[config.mk]
export PLATFORM = sky130hd
export DESIGN_NAME = wrap_mask_gen
export DESIGN_NICKNAME = d
export VERILOG_FILES = /design/src/rtl/mask_pkg.sv /design/src/rtl/mrg_head_gen.sv /design/src/rtl/mrg_tail_gen.sv /design/src/rtl/mrg_combine.sv /design/src/rtl/mrg_out_stage.sv /design/src/rtl/wrap_mask_gen.sv
export SDC_FILE = /design/constraint.sdc
export NUM_CORES = 1
export LEC_CHECK = 0
export ABC_AREA = 1
export BUFFER_PORTS_ARGS = -buffer_cell sky130_fd_sc_hd__buf_2
export CAP_MARGIN = 20
export CELL_PAD_IN_SITES_DETAIL_PLACEMENT = 0
export CELL_PAD_IN_SITES_GLOBAL_PLACEMENT = 1
export CORE_MARGIN = 2
export CORE_UTILIZATION = 42
export DETAILED_ROUTE_END_ITERATION = 8
export PLACE_DENSITY_LB_ADDON = 0.1
export SKIP_CTS_REPAIR_TIMING = 1
export SLEW_MARGIN = 0
export SYNTH_ARGS = -nofsm -noshare
export SYNTH_HDL_FRONTEND = slang
export SYNTH_HIERARCHICAL = 1
export SYNTH_SLANG_ARGS = --single-unit
export TNS_END_PERCENT = 10
[constraint.sdc]
create_clock -name clk -period 3.5 [get_ports clk]
set_clock_uncertainty 0.2 [all_clocks]
set_input_delay 0.875 -clock clk [delete_from_list [all_inputs] [get_ports clk]]
set_output_delay 0.875 -clock clk [all_outputs]
set_load 0.01 [all_outputs]
[src/rtl/mask_pkg.sv]
package mask_pkg;

    // Output stage occupancy
    typedef enum logic {
        OS_EMPTY = 1'b0,
        OS_FULL  = 1'b1
    } ostate_t;

endpackage

[src/rtl/mrg_head_gen.sv]
// Sets every bit whose MSB-first position is at or after the start index.
module mrg_head_gen #(
    parameter int W  = 64,
    parameter int IW = $clog2(W)
) (
    input  logic [IW-1:0] start_idx,
    output logic [W-1:0]  head
);
    for (genvar j = 0; j < W; j++) begin : g_bit
        localparam logic [IW:0] POS = (IW+1)'(W - 1 - j);
        assign head[j] = (POS >= {1'b0, start_idx});
    end
endmodule

[src/rtl/mrg_tail_gen.sv]
// Sets every bit whose MSB-first position is at or before the stop index.
module mrg_tail_gen #(
    parameter int W  = 64,
    parameter int IW = $clog2(W)
) (
    input  logic [IW-1:0] stop_idx,
    output logic [W-1:0]  tail
);
    for (genvar j = 0; j < W; j++) begin : g_bit
        localparam logic [IW:0] POS = (IW+1)'(W - 1 - j);
        assign tail[j] = (POS <= {1'b0, stop_idx});
    end
endmodule

[src/rtl/mrg_combine.sv]
// Intersects the two halves for a plain run, unites them for a wrapped run.
module mrg_combine #(
    parameter int W  = 64,
    parameter int IW = $clog2(W)
) (
    input  logic [IW-1:0] start_idx,
    input  logic [IW-1:0] stop_idx,
    input  logic [W-1:0]  head,
    input  logic [W-1:0]  tail,
    output logic [W-1:0]  mask
);
    logic wraps;

    always_comb begin
        wraps = (start_idx > stop_idx);
        if (wraps) begin
            mask = head | tail;
        end else begin
            mask = head & tail;
        end
    end
endmodule

[src/rtl/mrg_out_stage.sv]
// Optional output register with a two-state occupancy machine.
module mrg_out_stage
    import mask_pkg::*;
#(
    parameter int W       = 64,
    parameter bit OUT_REG = 1'b1
) (
    input  logic         clk,
    input  logic         rst_n,
    input  logic         in_valid,
    input  logic [W-1:0] mask_in,
    output logic [W-1:0] mask_out,
    output logic         mask_valid
);
    if (OUT_REG) begin : g_reg
        ostate_t      state_q, state_d;
        logic [W-1:0] data_q;

        // next-state logic
        always_comb begin
            state_d = state_q;
            unique case (state_q)
                OS_EMPTY: state_d = in_valid ? OS_FULL : OS_EMPTY;  // T_LOAD
                OS_FULL:  state_d = in_valid ? OS_FULL : OS_EMPTY;  // T_DRAIN
                default:  state_d = OS_EMPTY;
            endcase
        end

        // state register
        always_ff @(posedge clk) begin
            if (!rst_n) begin
                state_q <= OS_EMPTY;
            end else begin
                state_q <= state_d;
            end
        end

        // data register, loads only on T_LOAD
        always_ff @(posedge clk) begin
            if (!rst_n) begin
                data_q <= '0;
            end else if (in_valid) begin
                data_q <= mask_in;
            end
        end

        // outputs
        always_comb begin
            mask_out   = data_q;
            mask_valid = (state_q == OS_FULL);
        end
    end else begin : g_comb
        always_comb begin
            mask_out   = mask_in;
            mask_valid = in_valid;
        end
    end
endmodule

[src/rtl/wrap_mask_gen.sv]
module wrap_mask_gen #(
    parameter int W       = 64,
    parameter bit OUT_REG = 1'b1,
    localparam int IW     = $clog2(W)
) (
    input  logic          clk,
    input  logic          rst_n,
    input  logic          in_valid,
    input  logic [IW-1:0] start_idx,
    input  logic [IW-1:0] stop_idx,
    output logic [W-1:0]  mask_out,
    output logic          mask_valid
);
    logic [W-1:0] head;
    logic [W-1:0] tail;
    logic [W-1:0] mask_raw;

    mrg_head_gen #(.W(W), .IW(IW)) u_head (
        .start_idx (start_idx),
        .head      (head)
    );

    mrg_tail_gen #(.W(W), .IW(IW)) u_tail (
        .stop_idx (stop_idx),
        .tail     (tail)
    );

    mrg_combine #(.W(W), .IW(IW)) u_comb (
        .start_idx (start_idx),
        .stop_idx  (stop_idx),
        .head      (head),
        .tail      (tail),
        .mask      (mask_raw)
    );

    mrg_out_stage #(.W(W), .OUT_REG(OUT_REG)) u_out (
        .clk        (clk),
        .rst_n      (rst_n),
        .in_valid   (in_valid),
        .mask_in    (mask_raw),
        .mask_out   (mask_out),
        .mask_valid (mask_valid)
    );
endmodule

# == After elaboration in Yosys (flattened, before gate mapping) ==
# Index checks and enable logic that the tools add are counted.
# word_totals
regBits,65
input_bits,15
word_cells,133
# classes
n_lt_le_gt_ge,127
muxes,2
n_bitwise,2
# ops
op,n
6-bit <= comparator (first input constant),32
6-bit greater-or-equal comparator (first input constant),31
5-bit by 6-bit greater-or-equal comparator with 1-bit output (first input constant),16
5-bit by 6-bit <= comparator with 1-bit output (first input constant),16
64-bit AND,1
64-bit 2-to-1 mux,1
64-bit bitwise OR,1
4-bit by 6-bit greater-or-equal comparator with 1-bit output (first input constant),8
4-bit by 6-bit <= comparator with 1-bit output (first input constant),8
3-bit by 6-bit greater-or-equal comparator with 1-bit output (first input constant),4
3-bit by 6-bit <= comparator with 1-bit output (first input constant),4
1-bit by 6-bit greater-or-equal comparator with 1-bit output (first input constant),2
2-bit by 6-bit greater-or-equal comparator with 1-bit output (first input constant),2
2-bit by 6-bit <= comparator with 1-bit output (first input constant),2
6-bit greater-than comparator,1
1-bit by 6-bit <= comparator with 1-bit output (first input constant),1
1-bit 2-to-1 mux,1

# == Logic depth before layout (Yosys ltp) ==
# logic_depth
ltp_word,3
mapped_depth,14
ltp_nobuf,13

# == Modules after synthesis ==
# Netlist, hierarchy kept.
# by_module_without_submodules
module,instances,cells_each,area_each_um2,seq_area_each_um2
mrg_out_stage,1,408,2648.8,1301.2
mrg_combine,1,296,1450.1,0.0
mrg_tail_gen,1,145,729.4,0.0
mrg_head_gen,1,136,586.8,0.0

# == Worst setup path after synthesis ==
# OpenSTA, ideal clock, no wires.
# synth_timing
path_type,input-to-reg
from,input stop_idx[2]
to,register u_out.g_reg.data_q[36] (netlist: u_out/mask_out[36])
setup_time_ns,0.113
arrival_ns,2.069
required_time_ns,3.187
slack_ns,1.118
stages,12
n_path_buf,1
path_cell_list,buf_2 > inv_1 > nand2_1 > nor2_1 > a21oi_1 > or2_2 > nand3_1 > nand2_1 > inv_1 > nand2_1 > nand2_1 > nor2_1
# synth_via
elab_chain_cells,3
word_cells_on_any_way,5
cone_classes,2 x order compare; 1 x mux; 2 x bitwise
# synth_lines
element,line_no,text
from (decl),wrap_mask_gen.sv:10,"input logic [IW-1:0] stop_idx,"
5-bit by 6-bit <= comparator with 1-bit output *,mrg_tail_gen.sv:11,"assign tail[j] = (POS <= {1'b0, stop_idx});"
named net tail[36],wrap_mask_gen.sv:15,logic [W-1:0] tail;
64-bit AND / 64-bit bitwise OR (equally long branches),"mrg_combine.sv:19, mrg_combine.sv:17",
64-bit 2-to-1 mux *,mrg_combine.sv:16,if (wraps) begin
named net mask_raw[36],wrap_mask_gen.sv:16,logic [W-1:0] mask_raw;
to (signal assigned),mrg_out_stage.sv:43,data_q <= mask_in;
to (decl),mrg_out_stage.sv:17,logic [W-1:0] data_q;
# Mark *: on every way through the listed nets, which the timed path passes. The rest lies on a longest branch.
# A chain may end at the register's enable or synchronous reset.

# == Final worst setup path ==
# layout_timing
from,input start_idx[0]
to,register u_out.g_reg.data_q[15] (netlist: u_out/mask_out[15])
# layout_via
elab_chain_cells,3
word_cells_on_any_way,5
cone_classes,2 x order compare; 1 x mux; 2 x bitwise
# layout_lines
element,line_no,text
from (decl),wrap_mask_gen.sv:9,"input logic [IW-1:0] start_idx,"
6-bit greater-or-equal comparator *,mrg_head_gen.sv:11,"assign head[j] = (POS >= {1'b0, start_idx});"
named net head[15],wrap_mask_gen.sv:14,logic [W-1:0] head;
64-bit AND / 64-bit bitwise OR (equally long branches),"mrg_combine.sv:19, mrg_combine.sv:17",
64-bit 2-to-1 mux *,mrg_combine.sv:16,
named net mask_raw[15],wrap_mask_gen.sv:16,
# Marked as above.

==> reports/metrics.csv <==
metric,value,unit
status,finished clean,
final core occ,48.41,%
Worst Reg2Reg Path Length in Cells,2,
most frequent CP cell,nand2_1,
fin worst setup slack,624.0,ps
Setup Slack @ Placement,348.3,ps
slew at the pin with the worst max-slew slack,1053,ps
max-cap violations,0,
post-synth top area cell,dfxtp_1,
num rows,41,
"most common cell after layout, fill and taps aside",nand2_1,
Final GP Congestion,0.9229,
Compound-Gate Fraction of Synth Area,4.713,%
Hold Fails Final Rpt,0,
largest net degree at the start of global routing,71,
Post-Synth Adder-Cell Area,1.386,%
vias per cell,4.768,
WHS Path Cells,2,
yosys warns,6,
crit-path cells,"buf_2, nor2_1, inv_1, o21ai_0, or2_2, nand3_1, nand2_1, inv_1, nand2_1, nand2_1, nor2_1",
clk_lat worst skew,330,ps
"CP delay by family, top",simple AND/OR/NAND/NOR gates,
Die Span Y,117.6,µm
drt wl/cell,13.00,µm
Crit path depth,11,
CP max stage delay,800,ps
Post-DP HPWL,11330,µm
most frequent cells in the layout,"nand2_1, nor2_1, inv_1, nand3_1, buf_2",
Top Ports,80,
"Buf+Inv Stages, Crit Path",3,
drt drc,0,
mux share of post-synthesis cell area,0,%
# setup viols final,0,
ant diodes,0,
initial drt markers,348,
CP max-delay cell,nor2_1,
CTS tree,done,
initial antenna violation count,0,
P per Cell Area,398.6,mW/mm²
syn_area_per_cell,5.498,µm²
Synth Area in XOR/XNOR,0,%
Clock transition at path regs,50,ps
Inserted Clock Buffers,9,
top cell type's share of synthesized area,24.03,%
slew margin rel.,29.53,%
crit path capture type,flip-flop,
sequential fraction of the synthesis area,24.03,%
core area,0.01262,mm²
Synth Area in Simple Gates,54.88,%
area added between synthesis and finish,12.82,%
worst setup path class,in -> reg,
unrepaired setup endpoints after global routing,false,
clock tree sinks,65,
Mapped Nets,1006,
Routed WL,15790,µm
fin crit share,82.17,%
Setup TNS,0,ps
htree depth,3,
drt first pass iters,7,
"flops & latches, synth",65,
critical path peak fanout,12,
Via Count,5788,
post-route ant nets,0,
first-pass GRT wire length,26520,µm
gr usage total,23.56,%
Final Net Count,1059,
"top cells by area, synth","dfxtp_1, nand2_1, nor2_1",
Die X,117.6,µm
Hold Crit Class,reg -> reg,
post-synthesis cell area,0.005415,mm²
Slew Limit Fails,0,
largest family of logic cells by synthesized area,simple AND/OR/NAND/NOR gates,
vias in the first global route,5189,
WP data arrival,2950,ps
DP Area,0.005812,mm²
data required time of the critical path,3580,ps
Unique masters post-synth,28,
Static Leakage,3.571,nW
Max clock buf depth,2,
Max Freq,347.7,MHz
Final Critical Period,2876,ps
fin area,0.006110,mm²
die area,0.01382,mm²
Port-buffer cells,79,
Post-Syn Instances,985,
Initial Utilization,42.91,%
total grt overflow,0,
Max rail drop VDD,0.2700,mV
ratio of cells with drive above 1 in the final layout,19.10,%
crit path launch type,primary input,
clock root cell,clkbuf_16,
-- final cells by class --
cell class	count	area [µm²]
inverter	128	493.0
multi-input combinational	744	3309
tap	172	215.2
timing repair buffer	90	493.0
clock inverter	2	37.54
fill	1483	6510
sequential	65	1301
clock buffer	13	260.3
-- flip-flops by register name (all words and copies together) (netlist names) --
name and flops:
u_out/mask_out 64, u_out/mask_valid 1
-- cells in the mapped netlist (all sizes together) --
cell,n
clkinv,1
a21oi,22
nand3,96
inv,127
o21ai,23
nand2,354
nor2,173
buf,45
conb,2
nand4,2
and2,1
dfxtp,65
clkbuf,3
ha,6
o21bai,1
or2,64
-- cells by family (layout without fill, tap and decap cells) --
logic type,count (synthesis),after routing
other,2,2
AO/OA/AOI/OAI,46,46
buffers and inverters,176,233
adder cells (fa/ha/maj),6,6
AND/OR/NAND/NOR,690,690
flip-flops,65,65
-- power by group --
group / internal (mW) / switching (mW)
sequential: 0.806 / 0.0276
combinational: 0.244 / 0.446
clock: 0.586 / 0.325
-- layer usage --
metal  vias to the layer above  track usage, %  part of all wire (%)
met5                         -               0                     0
met1                      2535           32.88                    49
met4                         0           6.777                   1.6
met2                       166           36.44                    43
met3                        22           5.184                   6.7
li1                       3065               -                     -
-- stage by stage --
step / hold slack (ps) / power (mW) / instances
after detailed placement: 259.0 / 1.542 / 1199
final: 265.0 / 2.435 / 1214
after global routing: 282.7 / 2.615 / 1214
after floorplan: 292.4 / 1.364 / 985
after global placement: 251.6 / 1.538 / 1199
after CTS: 267.8 / 2.466 / 1214
-- path summary, 6_finish.rpt --
| kind | from | endpoint | slack [ps] |
|---|---|---|---|
| min | u_out/mask_out[36] | u_out/mask_out[36] | 260 |
| max | start_idx[0] | u_out/mask_out[15] | 620 |
| min reg2reg | u_out/mask_out[36] | u_out/mask_out[36] | 260 |
| max reg2reg | u_out/mask_out[15] | u_out/mask_out[15] | 2720 |
-- worst register-to-register path, stage by stage (launching register included) --
cell	delay [ps]
dfxtp_1	360
nor2_1	50
nor2_1	110
No activity file was read; power rests on OpenSTA's default activity.
